[config.mk]
export PLATFORM = sky130hd
export DESIGN_NAME = spi_regport
export DESIGN_NICKNAME = d
export VERILOG_FILES = /design/src/rtl/spi_regport_pkg.sv /design/src/rtl/spi_regport_edge.sv /design/src/rtl/spi_regport_regs.sv /design/src/rtl/spi_regport.sv
export SDC_FILE = /design/constraint.sdc
export NUM_CORES = 1
export LEC_CHECK = 0
export ABC_AREA = 1
export BUFFER_PORTS_ARGS = -buffer_cell sky130_fd_sc_hd__buf_2
export CAP_MARGIN = 10
export CORE_MARGIN = 5
export CORE_UTILIZATION = 45
export CTS_CLUSTER_DIAMETER = 60
export DETAILED_ROUTE_END_ITERATION = 10
export PLACE_DENSITY = 0.77
export SETUP_SLACK_MARGIN = 0.5
export SYNTH_ARGS = -nofsm -noshare
export SYNTH_HDL_FRONTEND = slang
export SYNTH_SLANG_ARGS = --single-unit
[constraint.sdc]
create_clock -name clk -period 2.5 [get_ports clk]
set_input_delay 0.5 -clock clk [delete_from_list [all_inputs] [get_ports clk]]
set_output_delay 0.5 -clock clk [all_outputs]
set_load 0.02 [all_outputs]
[src/rtl/spi_regport_pkg.sv]
package spi_regport_pkg;

    localparam int BYTE_W = 8;

    typedef enum logic [2:0] {
        ST_IDLE,
        ST_CHIP,
        ST_PTR,
        ST_WR,
        ST_RD,
        ST_SKIP
    } port_state_e;

endpackage

[src/rtl/spi_regport_edge.sv]
module spi_regport_edge (
    input  logic clk,
    input  logic rst_n,
    input  logic sck,
    output logic sck_rise,
    output logic sck_fall
);

    logic sck_q;

    always_ff @(posedge clk or negedge rst_n) begin
        if (!rst_n) sck_q <= 1'b0;
        else        sck_q <= sck;
    end

    assign sck_rise = sck & ~sck_q;
    assign sck_fall = ~sck & sck_q;

endmodule

[src/rtl/spi_regport_regs.sv]
module spi_regport_regs #(
    parameter int NUM_REGS = 16
) (
    input  logic                  clk,
    input  logic                  rst_n,
    input  logic                  we,
    input  logic [7:0]            addr,
    input  logic [7:0]            wdata,
    output logic [7:0]            rdata,
    output logic [NUM_REGS*8-1:0] regs_flat
);

    logic [7:0] regs_q [NUM_REGS];

    for (genvar i = 0; i < NUM_REGS; i++) begin : g_reg
        always_ff @(posedge clk or negedge rst_n) begin
            if (!rst_n)                         regs_q[i] <= 8'h00;
            else if (we && addr == 8'(i))       regs_q[i] <= wdata;
        end
        assign regs_flat[i*8 +: 8] = regs_q[i];
    end

    always_comb begin
        rdata = 8'h00;
        for (int i = 0; i < NUM_REGS; i++) begin
            if (addr == 8'(i)) rdata = regs_q[i];
        end
    end

endmodule

[src/rtl/spi_regport.sv]
module spi_regport
    import spi_regport_pkg::*;
#(
    parameter int         NUM_REGS = 16,
    parameter logic [6:0] CHIP_ID  = 7'b1001111
) (
    input  logic                  clk,
    input  logic                  rst_n,
    input  logic                  sel_n,
    input  logic                  sck,
    input  logic                  sdi,
    output logic                  sdo,
    output logic                  sdo_oe,
    output logic [NUM_REGS*8-1:0] regs_flat
);

    localparam int CNT_W = $clog2(BYTE_W);
    localparam logic [CNT_W-1:0] LAST_BIT = CNT_W'(BYTE_W - 1);

    port_state_e        state_q, state_d;
    logic [CNT_W-1:0]   bit_cnt;
    logic [BYTE_W-2:0]  rx_q;
    logic [BYTE_W-1:0]  tx_q;
    logic [7:0]         ptr_q;
    logic [BYTE_W-1:0]  byte_in;
    logic [7:0]         rd_byte;
    logic               sck_rise, sck_fall;
    logic               byte_done;
    logic               wr_en;

    spi_regport_edge u_edge (
        .clk      (clk),
        .rst_n    (rst_n),
        .sck      (sck),
        .sck_rise (sck_rise),
        .sck_fall (sck_fall)
    );

    assign byte_in   = {rx_q, sdi};
    assign byte_done = sck_rise && (bit_cnt == LAST_BIT);
    assign wr_en     = !sel_n && (state_q == ST_WR) && byte_done;

    spi_regport_regs #(.NUM_REGS(NUM_REGS)) u_regs (
        .clk       (clk),
        .rst_n     (rst_n),
        .we        (wr_en),
        .addr      (ptr_q),
        .wdata     (byte_in),
        .rdata     (rd_byte),
        .regs_flat (regs_flat)
    );

    // next-state logic
    always_comb begin
        state_d = state_q;
        if (sel_n) begin
            state_d = ST_IDLE;
        end else begin
            unique case (state_q)
                ST_IDLE: state_d = ST_CHIP;
                ST_CHIP: begin
                    if (byte_done) begin
                        if (byte_in[7:1] != CHIP_ID) state_d = ST_SKIP;
                        else if (byte_in[0])         state_d = ST_RD;
                        else                         state_d = ST_PTR;
                    end
                end
                ST_PTR:  if (byte_done) state_d = ST_WR;
                ST_WR:   state_d = ST_WR;
                ST_RD:   state_d = ST_RD;
                ST_SKIP: state_d = ST_SKIP;
                default: state_d = ST_IDLE;
            endcase
        end
    end

    // state register
    always_ff @(posedge clk or negedge rst_n) begin
        if (!rst_n) state_q <= ST_IDLE;
        else        state_q <= state_d;
    end

    // datapath and outputs
    always_ff @(posedge clk or negedge rst_n) begin
        if (!rst_n) begin
            bit_cnt <= '0;
            rx_q    <= '0;
            tx_q    <= '0;
            ptr_q   <= 8'h00;
            sdo     <= 1'b0;
            sdo_oe  <= 1'b0;
        end else if (sel_n) begin
            bit_cnt <= '0;
            sdo_oe  <= 1'b0;
        end else begin
            unique case (state_q)
                ST_CHIP, ST_PTR, ST_WR: begin
                    if (sck_rise) begin
                        rx_q    <= byte_in[BYTE_W-2:0];
                        bit_cnt <= bit_cnt + 1'b1;
                        if (bit_cnt == LAST_BIT) begin
                            if (state_q == ST_PTR) ptr_q <= byte_in;
                            if (state_q == ST_WR)  ptr_q <= ptr_q + 8'd1;
                        end
                    end
                end
                ST_RD: begin
                    if (sck_fall) begin
                        sdo_oe  <= 1'b1;
                        bit_cnt <= bit_cnt + 1'b1;
                        if (bit_cnt == '0) begin
                            sdo  <= rd_byte[7];
                            tx_q <= {rd_byte[6:0], 1'b0};
                        end else begin
                            sdo  <= tx_q[7];
                            tx_q <= {tx_q[6:0], 1'b0};
                        end
                        if (bit_cnt == LAST_BIT) ptr_q <= ptr_q + 8'd1;
                    end
                end
                ST_IDLE, ST_SKIP: begin
                end
                default: begin
                end
            endcase
        end
    end

endmodule

==> key figures, run 1 <==
Worst setup path
  – Kind of cell adding the most delay to the critical path: simple AND/OR/NAND/NOR gates
  – Startpoint kind of the worst setup timing path: flip-flop
  – Data required time of the critical path: 2.86 ns
  – List of cells traversed by the critical path: nor2_4 -> nand2_8 -> nor2_4 -> inv_6 -> buf_4 -> buf_4 -> nand3_2 -> o211ai_1 -> nand3_1 -> nand2_1 -> nand2_1 -> o21ai_1 -> nand3_1 -> nand2_1 -> nand2_1 -> o21ai_2 -> nand3_1 -> nand2_1 -> nand2_1 -> nand2_1 -> a21oi_2
  – Library cell contributing the largest single delay on the critical path: sky130_fd_sc_hd__dfrtp_1
  – Crit path capture type: flip-flop
  – Most common cell on crit path: sky130_fd_sc_hd__nand2_1
  – Arrival @ worst endpoint: 2.83 ns
  – Critical Setup Path Class: flip-flop to flip-flop
  – Highest cell delay on the worst timing path: 0.42 ns
  – Register-to-register setup slack: between 0.03 and 0.04 ns
  – CP max FO: 7
  – Buf+Inv Stages, Crit Path: 3

Floorplan
  – IO Pins: 135
  – Core Rows: 47
  – Die Y-Extent: 140 µm
  – Die X: around 140 µm
  – Starting density of the core: 0.459
  – DIE AREA: 19700 µm²
  – Core Footprint: 16600 µm²

Finish
  – Antenna diode instance count: 0
  – Area growth from synthesis to layout: 25.6%
  – Fraction of layout instances using a drive strength above 1: 0.268
  – Layout Cell Area excl Fill: about 9600 µm²
  – Count of nets after finishing: 1113

Placed design
  – Routability Congestion: 0.882
  – Post-DP HPWL: between 15000 and 20000 µm
  – Post-Place Worst Slack: between 0.015 and 0.02 ns
  – Number of port buffers: 134
  – Area after detailed placement: 8680 µm²

Route
  – Post-DR wirelength/cell: 17.4 µm
  – DRC marker count from the first detailed-route iteration: 670
  – DRC: 0
  – First-pass DRT Iterations: 5
  – Count of nets left with antenna violations after detail routing: 0
  – Mean number of vias per cell: 5.40
  – Final wirelength: 23300 µm
  – Total vias in the final route: about 7200

Power
  – Switching share of total power: 0.293
  – Peak supply drop: ~0.50 mV
  – Portion of total power attributed to combinational logic: 0.120
  – Total power draw: 5890 µW
  – Net switching power: approximately 1700 µW
  – Sequential Power Share: 0.468
  – Areal power density over the cells: a little over 600 nW/µm²
  – Internal Power: 4160 µW
  – Static leakage: 0.00489 µW
  – Share of power burned in the clock network: 0.412

CTS
  – Maximum level of the CTS H-tree: 4
  – Number of CTS-inserted buffers: 17
  – CTS clk-pin slew, worst paths: 0.07 ns
  – TritonCTS clock tree: done
  – Longest Clk Path Bufs: 2
  – Cell chosen for the clock root: sky130_fd_sc_hd__clkbuf_16
  – Clock sink count: ~160
  – Clock insertion delay at the later pin of the skew report: 0.43 ns
  – Post-CTS Hold Buffers: 0

Yosys
  – Synth Register Bits: 159
  – Average size of a mapped cell: 8.09 µm²
  – Synthesized instance count: 944
  – Number of different library cells in the post-synthesis netlist: 39
  – Share of synthesized flip-flops with an asynchronous set or reset: 1.00
  – Yosys top cell by area: sky130_fd_sc_hd__dfrtp_1
  – Syn_nets: 956
  – Total standard cell area after synthesis: 7630 µm²
  – Top flip-flop cell by instance count after synthesis: sky130_fd_sc_hd__dfrtp_1
  – EDFF count, synth: 0
  – Post-synth top area share: 0.521
  – Share of synthesized area occupied by flip-flops and latches: 0.521
  – Number of warnings reported in the yosys synthesis log: 0
  – Area contributors post-synth: sky130_fd_sc_hd__dfrtp_1 52%, sky130_fd_sc_hd__nand2_1 15%, sky130_fd_sc_hd__o21ai_0 10%, sky130_fd_sc_hd__nand3_1 3.5%, sky130_fd_sc_hd__a21oi_1 3.1%

GRT
  – Grt total ovfl: 0
  – Initial antenna violation count: 0
  – Vias in the first global route: 6898
  – Largest net degree at the start of global routing: 59
  – Wire length of the first global-routing pass: 37400 µm
  – Combined global-route utilization of all metal layers: 0.238

STA
  – Final Worst Setup Slack: approximately 0.035 ns
  – Setup clock skew after layout: 0.0101 ns
  – Max-slew headroom: 0.472
  – Slew of the pin with the lowest slew margin: 0.791 ns
  – Maximum achievable frequency: 406 MHz
  – Clock period minus final worst setup slack: ~2.5 ns
  – Final count of negative-setup-slack endpoints: 0
  – Final hold slack: 0.0178 ns
  – Final critical-path share of the clock period: 0.986
  – Final count of pins violating max slew: 0
  – RSZ-0062 raised after global routing: yes
  – Final hold violation count: 0
  – Total negative slack: 0 ns

Min path
  – Hold WC Path Type: input port to async pin

Flow run
  – Max-cap violations: 0

Outcome
  – Outcome: finished, final reports clean
-- kinds of logic (layout without fill, tap and decap cells) --
family	after synthesis	in the layout	share of synthesized area
xor+xnor	4	4	0.00459
flops	159	159	0.521
fa+ha+maj	7	7	0.0115
buf+inv	100	270	0.0526
simple gates	453	453	0.259
compound gates	221	221	0.151
-- layout make-up --
| class | instances | area, µm² |
|---|---|---|
| clock buffers | 18 | 439 |
| flip-flops and latches | 159 | 3980 |
| well taps | 220 | 275 |
| repair buffers | 177 | 1060 |
| inverters | 61 | 241 |
| multi-input cells | 685 | 3490 |
| clock inverters | 14 | 108 |
| fillers | 1454 | 7050 |
-- cells in the mapped netlist (3+ instances only) --
cell and instances:
sky130_fd_sc_hd__a21oi_1 48, sky130_fd_sc_hd__a21oi_2 3, sky130_fd_sc_hd__buf_2 4, sky130_fd_sc_hd__clkbuf_1 32
sky130_fd_sc_hd__dfrtp_1 159, sky130_fd_sc_hd__ha_1 7, sky130_fd_sc_hd__inv_1 49, sky130_fd_sc_hd__inv_2 9
sky130_fd_sc_hd__nand2_1 296, sky130_fd_sc_hd__nand3_1 54, sky130_fd_sc_hd__nand3_2 4, sky130_fd_sc_hd__nand4_1 5
sky130_fd_sc_hd__nor2_1 50, sky130_fd_sc_hd__nor2_2 8, sky130_fd_sc_hd__nor2_4 6, sky130_fd_sc_hd__nor3_1 5
sky130_fd_sc_hd__o211ai_1 5, sky130_fd_sc_hd__o21ai_0 156, sky130_fd_sc_hd__or2_0 5, sky130_fd_sc_hd__or2_1 3
sky130_fd_sc_hd__or2_2 9, sky130_fd_sc_hd__xor2_1 3
-- power by group through the flow --
stage	registers [µW]	logic, µW	clock network [µW]
6_report	2750	708	2420
5_1_grt	2760	785	2570
4_1_cts	2750	689	2440
3_5_place_dp	2790	669	0
3_3_place_gp	2790	662	0
2_1_floorplan	2790	384	0
-- path summary, 6_finish.rpt --
check,startpoint,cells past startpoint,to
setup / recovery,ptr_q[4],21,tx_q[2]
setup reg to reg,ptr_q[4],21,tx_q[2]
hold reg to reg,sdo_oe,2,sdo_oe
max in group asynchronous,rst_n,2,u_regs.regs_flat[69]
min in group clk,sck,1,u_edge.sck_q
hold / removal,rst_n,1,u_regs.regs_flat[40]
-- placed cells by master (no fill, tap or decap), types with 9 or more instances in the layout --
cell and n:
sky130_fd_sc_hd__clkbuf_16 17, sky130_fd_sc_hd__nand3_1 42, sky130_fd_sc_hd__o21ai_0 154, sky130_fd_sc_hd__inv_2 9
sky130_fd_sc_hd__nand3_2 16, sky130_fd_sc_hd__dfrtp_1 156, sky130_fd_sc_hd__buf_2 133, sky130_fd_sc_hd__nor2_4 9
sky130_fd_sc_hd__nand2_2 11, sky130_fd_sc_hd__inv_1 46, sky130_fd_sc_hd__buf_4 37, sky130_fd_sc_hd__nand2_1 279
sky130_fd_sc_hd__a21oi_1 47, sky130_fd_sc_hd__or2_2 9, sky130_fd_sc_hd__nor2_1 49
-- routing by layer --
metal  up-vias  track usage  part of all wire
met3        34       0.0542             0.089
met5         -            0                 0
li1       3425            -                 -
met1      3409        0.333              0.43
met4         0       0.0648             0.018
met2       339        0.375              0.47
-- per-stage QoR --
step | cells | util
6_report | 1334 | 0.576
3_5_place_dp | 1283 | 0.522
2_1_floorplan | 944 | -
4_1_cts | 1334 | 0.566
3_3_place_gp | 1283 | 0.522
5_1_grt | 1334 | 0.576
-- sequential cells by signal (all words and copies together), names as in the netlist --
register          flops
rx_q                  7
sdo                   1
sdo_oe                1
tx_q                  7
state_q               3
u_edge.sck_q          1
u_regs.regs_flat    128
bit_cnt               3
ptr_q                 8
-- what timing repair did --
action | CTS | global route
pin swaps | 10 | 15
buffers inserted | 19 | 0
gates resized for setup | 13 | 42
setup endpoints to repair | 19 | 127
Note: power is estimated with default switching activity, not from simulation.
==> run 2: changes to the inputs <==
--- a/config.mk
+++ b/config.mk
@@ -9,10 +9,11 @@
 export BUFFER_PORTS_ARGS = -buffer_cell sky130_fd_sc_hd__buf_2
 export CAP_MARGIN = 10
 export CORE_MARGIN = 5
-export CORE_UTILIZATION = 45
+export CORE_UTILIZATION = 35
 export CTS_CLUSTER_DIAMETER = 60
 export DETAILED_ROUTE_END_ITERATION = 10
-export PLACE_DENSITY = 0.77
+export PLACE_DENSITY = 0.65
+export REMOVE_ABC_BUFFERS = 1
 export SETUP_SLACK_MARGIN = 0.5
 export SYNTH_ARGS = -nofsm -noshare
 export SYNTH_HDL_FRONTEND = slang
==> run 2 against run 1 <==
Effect of this change: sequential cell count unchanged; sequential power is essentially flat; fmax fell by 1.4%; core utilization down 12 points; highest routed layer unchanged; die area up 26%; setup slack worse by 0.034 ns; critical path type unchanged; count of clock-buffer cells in the layout is 2 higher; hold slack worse by 0.0026 ns; clock power rose by 8.3%.
==> key figures, run 2 (synthesized netlist as in run 1, its figures left out) <==
Worst setup path
  – Startpoint kind of the worst setup timing path: flip-flop
  – Data required time of the critical path: 2.87 ns
  – CP max FO: 6
  – Critical Setup Path Class: flip-flop to flip-flop
  – Crit path capture type: flip-flop
  – Arrival @ worst endpoint: ~2.9 ns

Placed design
  – Post-DP HPWL: 16500 µm
  – Number of port buffers: between 100 and 150
  – Post-Place Worst Slack: -0.103 ns
  – Routability Congestion: 0.858
  – Area after detailed placement: about 8800 µm²

GRT
  – Wire length of the first global-routing pass: 36900 µm
  – Routing usage on met1: 0.260
  – GR Layer Usage met3: 0.0416
  – Combined global-route utilization of all metal layers: 0.190
  – Busiest layer in global routing: met2
  – Met2 Usage GRT: 0.308
  – Grt total ovfl: 0
  – Vias in the first global route: between 6000 and 7000
  – Largest net degree at the start of global routing: 53
  – Initial antenna violation count: 0

STA
  – Setup clock skew after layout: 0.00685 ns
  – Final hold violation count: 0
  – Final critical-path share of the clock period: 1.00
  – Total negative slack: 0 ns
  – Clock period minus final worst setup slack: 2.50 ns
  – Slew of the pin with the lowest slew margin: 0.802 ns
  – Final Worst Setup Slack: 0.000999 ns
  – Final count of pins violating max slew: 0
  – Maximum achievable frequency: 400 MHz
  – Max-slew headroom: 0.465
  – Final count of negative-setup-slack endpoints: 0
  – RSZ-0062 raised after global routing: yes

Flow run
  – Max-cap violations: 0

Floorplan
  – Die X: between 150 and 200 µm
  – IO Pins: 135
  – DIE AREA: 24900 µm²
  – Die Y-Extent: 158 µm
  – Core Rows: 54
  – Starting density of the core: 0.353
  – Core Footprint: around 22000 µm²

Route
  – Total vias in the final route: 7157
  – DRC marker count from the first detailed-route iteration: 565
  – Mean number of vias per cell: ~5.0
  – Post-DR wirelength/cell: 16.8 µm
  – Final wirelength: 23800 µm
  – Count of nets left with antenna violations after detail routing: 0
  – DRC: 0
  – First-pass DRT Iterations: 5

CTS
  – Clock sink count: 159
  – TritonCTS clock tree: done
  – Longest Clk Path Bufs: 2
  – Post-CTS Hold Buffers: 0
  – Cell chosen for the clock root: sky130_fd_sc_hd__clkbuf_16
  – CTS clk-pin slew, worst paths: 0.06 ns
  – Number of CTS-inserted buffers: 17
  – Maximum level of the CTS H-tree: 4
  – Clock insertion delay at the later pin of the skew report: 0.43 ns

Finish
  – Antenna diode instance count: 0
  – Count of nets after finishing: 1140
  – Max reg flops: 128
  – Layout Cell Area excl Fill: 9970 µm²
  – Most used cells in the layout excluding fill and tap cells: 273 x sky130_fd_sc_hd__nand2_1, 156 x sky130_fd_sc_hd__o21ai_0, 155 x sky130_fd_sc_hd__dfrtp_1
  – Most common cell after layout, fill and taps aside: sky130_fd_sc_hd__nand2_1
  – Fillers: 2051
  – Fraction of layout instances using a drive strength above 1: 0.289
  – Area growth from synthesis to layout: 30.6%

Outcome
  – Outcome: finished, final reports clean

Power
  – Areal power density over the cells: 610 nW/µm²
  – Static leakage: 0.00515 µW
  – Peak supply drop: roughly 0.35 mV

Min path
  – Hold WC Path Type: input port to async pin
run 2: cell types whose count changed in the layout (fill, tap and decap cells not counted), sizes merged:
cell	delta
buf	+27
bufinv	+3
clkbuf	+2
inv	-5
clkinvlp	-2
clkinv	+1
run 2: repair_timing:
action,4_1_cts,5_1_grt
setup endpoints to repair,92,138
gates resized for setup,35,47
pin swaps,15,26
buffers inserted,17,24
run 2: worst max-delay path, stage by stage, from the launching register on:
cell                      delay, ns
sky130_fd_sc_hd__dfrtp_2       0.45
sky130_fd_sc_hd__inv_4         0.09
sky130_fd_sc_hd__ha_2          0.18
sky130_fd_sc_hd__nand2_2       0.07
sky130_fd_sc_hd__nor2_4        0.12
sky130_fd_sc_hd__buf_6         0.13
sky130_fd_sc_hd__nand3_1       0.10
sky130_fd_sc_hd__nand3_2       0.09
sky130_fd_sc_hd__nand3_1       0.09
sky130_fd_sc_hd__nand2_1       0.10
sky130_fd_sc_hd__nand2_1       0.06
sky130_fd_sc_hd__nand2_1       0.08
sky130_fd_sc_hd__nand3_2       0.08
sky130_fd_sc_hd__nand3_2       0.08
sky130_fd_sc_hd__nand2_2       0.05
sky130_fd_sc_hd__nand3_1       0.07
sky130_fd_sc_hd__nand3_1       0.10
sky130_fd_sc_hd__nand3_1       0.12
sky130_fd_sc_hd__nand2_1       0.07
sky130_fd_sc_hd__nand2_1       0.07
sky130_fd_sc_hd__nand2_1       0.05
sky130_fd_sc_hd__nand2_1       0.07
sky130_fd_sc_hd__nand2_1       0.05
sky130_fd_sc_hd__nand2_1       0.05
run 2: final timing paths:
kind / slack, ns / to / depth (start not counted) / startpoint
worst max-delay path: 0.001 / tx_q[7] / 23 / ptr_q[0]
max in group asynchronous: 1.80 / u_regs.regs_flat[85] / 2 / rst_n
worst min register to register: 0.48 / tx_q[3] / 2 / tx_q[3]
worst max register to register: 0.001 / tx_q[7] / 23 / ptr_q[0]
worst min-delay path: 0.02 / u_regs.regs_flat[8] / 1 / rst_n
min in group clk: 0.19 / u_edge.sck_q / 1 / sck
run 2: power by group:
group	total, µW	internal (µW)	switching (µW)
Sequential	2760	2670	81.2
Combinational	705	190	514
Clock	2620	1580	1040
run 2: per-layer routing:
| layer | wire [µm] | vias up |
|---|---|---|
| li1 | - | 3465 |
| met1 | 10000 | 3410 |
| met2 | 11500 | 240 |
| met3 | 1720 | 42 |
| met4 | 499 | 0 |
| met5 | 0 | - |
run 2: area by class of cell:
cell class	instances	area [µm²]	area share
tap	280	350	0.0351
clock buffer	20	447	0.0448
timing repair buffer	204	1300	0.130
clock inverter	11	141	0.0142
inverter	61	241	0.0242
multi-input combinational	685	3510	0.352
sequential	159	3980	0.400
run 2: per-stage QoR:
step                       util  total power, µW  hold slack, ns  instances
final                     0.461             6080          0.0151       1420
after detailed placement  0.405             3460           0.465       1348
after CTS                 0.443             6120          0.0310       1396
after floorplan               -             3140           0.204        905
after global placement    0.405             3450           0.464       1348
after global routing      0.461             6340          0.0517       1420
==> run 3: changes to the inputs <==
--- a/config.mk
+++ b/config.mk
@@ -17,4 +17,5 @@
 export SETUP_SLACK_MARGIN = 0.5
 export SYNTH_ARGS = -nofsm -noshare
 export SYNTH_HDL_FRONTEND = slang
+export SYNTH_HIERARCHICAL = 1
 export SYNTH_SLANG_ARGS = --single-unit
==> run 3 against run 2 <==
Effect of this change: combinational power rose by 4.8%; final area fell by 2.3%; sequential cell count did not move; critical endpoint is now tx_q[4].
==> key figures, run 3 <==
Outcome
  – Outcome: finished, final reports clean

Worst setup path
  – Most common cell on crit path: sky130_fd_sc_hd__nand2_1
  – Data required time of the critical path: 2.80 ns
  – Critical Setup Path Class: flip-flop to flip-flop
  – Crit path capture type: flip-flop
  – Startpoint kind of the worst setup timing path: flip-flop
  – Library cell contributing the largest single delay on the critical path: sky130_fd_sc_hd__dfrtp_2
  – Highest cell delay on the worst timing path: 0.46 ns
  – List of cells traversed by the critical path: inv_2 -> nand2_8 -> buf_6 -> nor2_4 -> buf_6 -> nand2_1 -> nand4_1 -> nor2_1 -> nand3_1 -> nand2_1 -> nand4_1 -> nor2_1 -> nand3_1 -> nand2_1 -> nand2_1 -> nand2_1 -> o21ai_1
  – Arrival @ worst endpoint: ~2.5 ns
  – CP max FO: 5

STA
  – Slew of the pin with the lowest slew margin: 0.811 ns
  – Final hold violation count: 0
  – Final Worst Setup Slack: 0.262 ns
  – Max-slew headroom: 0.459
  – Final count of pins violating max slew: 0
  – Final count of negative-setup-slack endpoints: 0
  – Final hold slack: slightly below 0.04 ns
  – Final critical-path share of the clock period: 0.895
  – Clock period minus final worst setup slack: 2.24 ns
  – Maximum achievable frequency: around 450 MHz
  – RSZ-0062 raised after global routing: yes
  – Setup clock skew after layout: 0.0142 ns

Yosys
  – Synth Register Bits: 159
  – Number of different library cells in the post-synthesis netlist: 33
  – Commonest cells post-synth: 341 x sky130_fd_sc_hd__nand2_1, 159 x sky130_fd_sc_hd__dfrtp_1, 145 x sky130_fd_sc_hd__o21ai_0, 72 x sky130_fd_sc_hd__inv_1
  – Share of synthesized flip-flops with an asynchronous set or reset: 1.00
  – Top flip-flop cell by instance count after synthesis: sky130_fd_sc_hd__dfrtp_1
  – EDFF count, synth: 0
  – Yosys top cell by area: sky130_fd_sc_hd__dfrtp_1
  – Top-count cell post-synth: sky130_fd_sc_hd__nand2_1
  – Number of warnings reported in the yosys synthesis log: 6
  – Share of synthesized area occupied by flip-flops and latches: 0.520
  – Average size of a mapped cell: about 8 µm²
  – Synthesized instance count: 962
  – Total standard cell area after synthesis: ~7700 µm²
  – Area contributors post-synth: sky130_fd_sc_hd__dfrtp_1 52%, sky130_fd_sc_hd__nand2_1 17%, sky130_fd_sc_hd__o21ai_0 9.5%, sky130_fd_sc_hd__inv_1 3.5%, sky130_fd_sc_hd__nand3_1 3.3%
  – Post-synth top area share: 0.520

CTS
  – CTS clk-pin slew, worst paths: 0.06 ns
  – Cell chosen for the clock root: sky130_fd_sc_hd__clkbuf_16
  – Clock insertion delay at the later pin of the skew report: 0.43 ns
  – Longest Clk Path Bufs: 2
  – Maximum level of the CTS H-tree: 4
  – Number of CTS-inserted buffers: 17
  – TritonCTS clock tree: done
  – Clock sink count: 159

Finish
  – Layout Cell Area excl Fill: around 9700 µm²
  – Fraction of layout instances using a drive strength above 1: 0.262
  – Fillers: 2100
  – Most common cell after layout, fill and taps aside: sky130_fd_sc_hd__nand2_1
  – Area of combinational cells with multiple inputs: 3390 µm²
  – Max reg flops: 128
  – Seq. cell area: approximately 4000 µm²
  – Most used cells in the layout excluding fill and tap cells: 325 x sky130_fd_sc_hd__nand2_1, 156 x sky130_fd_sc_hd__dfrtp_1, 143 x sky130_fd_sc_hd__o21ai_0
  – Antenna diode instance count: 0
  – Count of nets after finishing: between 1000 and 1500
  – Area growth from synthesis to layout: 27.3%

Placed design
  – Post-DP HPWL: approximately 18000 µm
  – Post-Place Worst Slack: roughly 0.074 ns
  – Area after detailed placement: 8640 µm²
  – Number of port buffers: roughly 130
  – Routability Congestion: about 0.90

Power
  – Areal power density over the cells: 625 nW/µm²
  – Static leakage: 0.00489 µW
  – Peak supply drop: 0.292 mV

GRT
  – Largest net degree at the start of global routing: 62
  – Grt total ovfl: 0
  – Combined global-route utilization of all metal layers: 0.198
  – Wire length of the first global-routing pass: 38300 µm
  – Vias in the first global route: 6847
  – Initial antenna violation count: 0

Route
  – Count of nets left with antenna violations after detail routing: 0
  – Final wirelength: 24900 µm
  – DRC marker count from the first detailed-route iteration: 752
  – First-pass DRT Iterations: 5
  – Mean number of vias per cell: around 5
  – Post-DR wirelength/cell: 17.4 µm
  – Total vias in the final route: 7182
  – DRC: 0

Floorplan
  – Die X: 158 µm
  – IO Pins: 135
  – Starting density of the core: 0.353
  – Core Rows: 54
  – DIE AREA: 24900 µm²
  – Die Y-Extent: about 160 µm
  – Core Footprint: roughly 22000 µm²

Flow run
  – Max-cap violations: 0

Min path
  – Hold WC Path Type: input port to async pin
run 3: cell types whose count changed after synthesis, sizes merged, moves of 4 or more:
cell	previous run	this run
nand4	5	22
nand3	59	51
nor2	64	70
nand3b	0	4
buf	7	11
a21oi	51	9
o21ai	158	152
or2	17	12
clkbuf	32	21
inv	59	81
nand2	298	351
run 3: critical path: cells and delay by family, from the launching register on:
kind | cells | cell delay [ns]
buf+inv | 3 | 0.36
flops | 1 | 0.46
compound gates | 1 | 0.06
simple gates | 13 | 1.24
run 3: logic make-up after synthesis:
kind of cell               after synthesis  synth area share
buffers and inverters                  113            0.0598
and+or+nand+nor                        520             0.303
AOI/OAI and AO/OA                      165             0.109
xor gates and xnor gates                 1           0.00114
adders and majority gates                4           0.00654
DFF                                    159             0.520
run 3: path summary, 6_finish.rpt:
| check | startpoint | endpoint | slack (ns) | depth (start not counted) |
|---|---|---|---|---|
| worst max register to register | ptr_q[1] | tx_q[4] | 0.26 | 17 |
| worst min-delay path | rst_n | u_regs/regs_flat[101] | 0.04 | 1 |
| max in group asynchronous | rst_n | state_q[2] | 1.72 | 2 |
| worst min register to register | tx_q[3] | tx_q[3] | 0.50 | 2 |
| min in group clk | sck | u_edge/sck_q | 0.21 | 1 |
| worst max-delay path | ptr_q[1] | tx_q[4] | 0.26 | 17 |
run 3: layer usage:
layer | vias to the layer above | track usage | wire, µm
li1 | 3455 | - | -
met1 | 3429 | 0.255 | 10400
met2 | 245 | 0.335 | 12400
met3 | 53 | 0.0339 | 1460
met4 | 0 | 0.0729 | 627
met5 | - | 0 | 0
run 3: repair_timing:
| item | in CTS | in global routing |
|---|---|---|
| endpoints found under the setup margin | 25 | 128 |
| resized for setup | 23 | 36 |
| hold buffers | 0 | 0 |
| setup buffers | 23 | 18 |
| pin swaps | 20 | 16 |
run 3: report_power, final:
group          internal, µW  switching [µW]
Combinational           170             568
Clock                  1440            1130
Sequential             2690            86.1
Total                  4300            1790
run 3: stage by stage:
stage                     instances  utilization  setup TNS [ns]  power, µW
after global placement         1356        0.398               0       3520
final                          1429        0.449               0       6090
after CTS                      1411        0.437               0       6110
after detailed placement       1356        0.398               0       3530
after floorplan                 930            -          -59.40       3200
after global routing           1429        0.449               0       6330
run 3: area by class of cell:
cell class,instances,area share
clock inverters,13,0.0132
flip-flops and latches,159,0.409
well taps,280,0.0360
multi-input cells,690,0.348
inverters,81,0.0325
repair buffers,187,0.115
clock buffers,19,0.0465
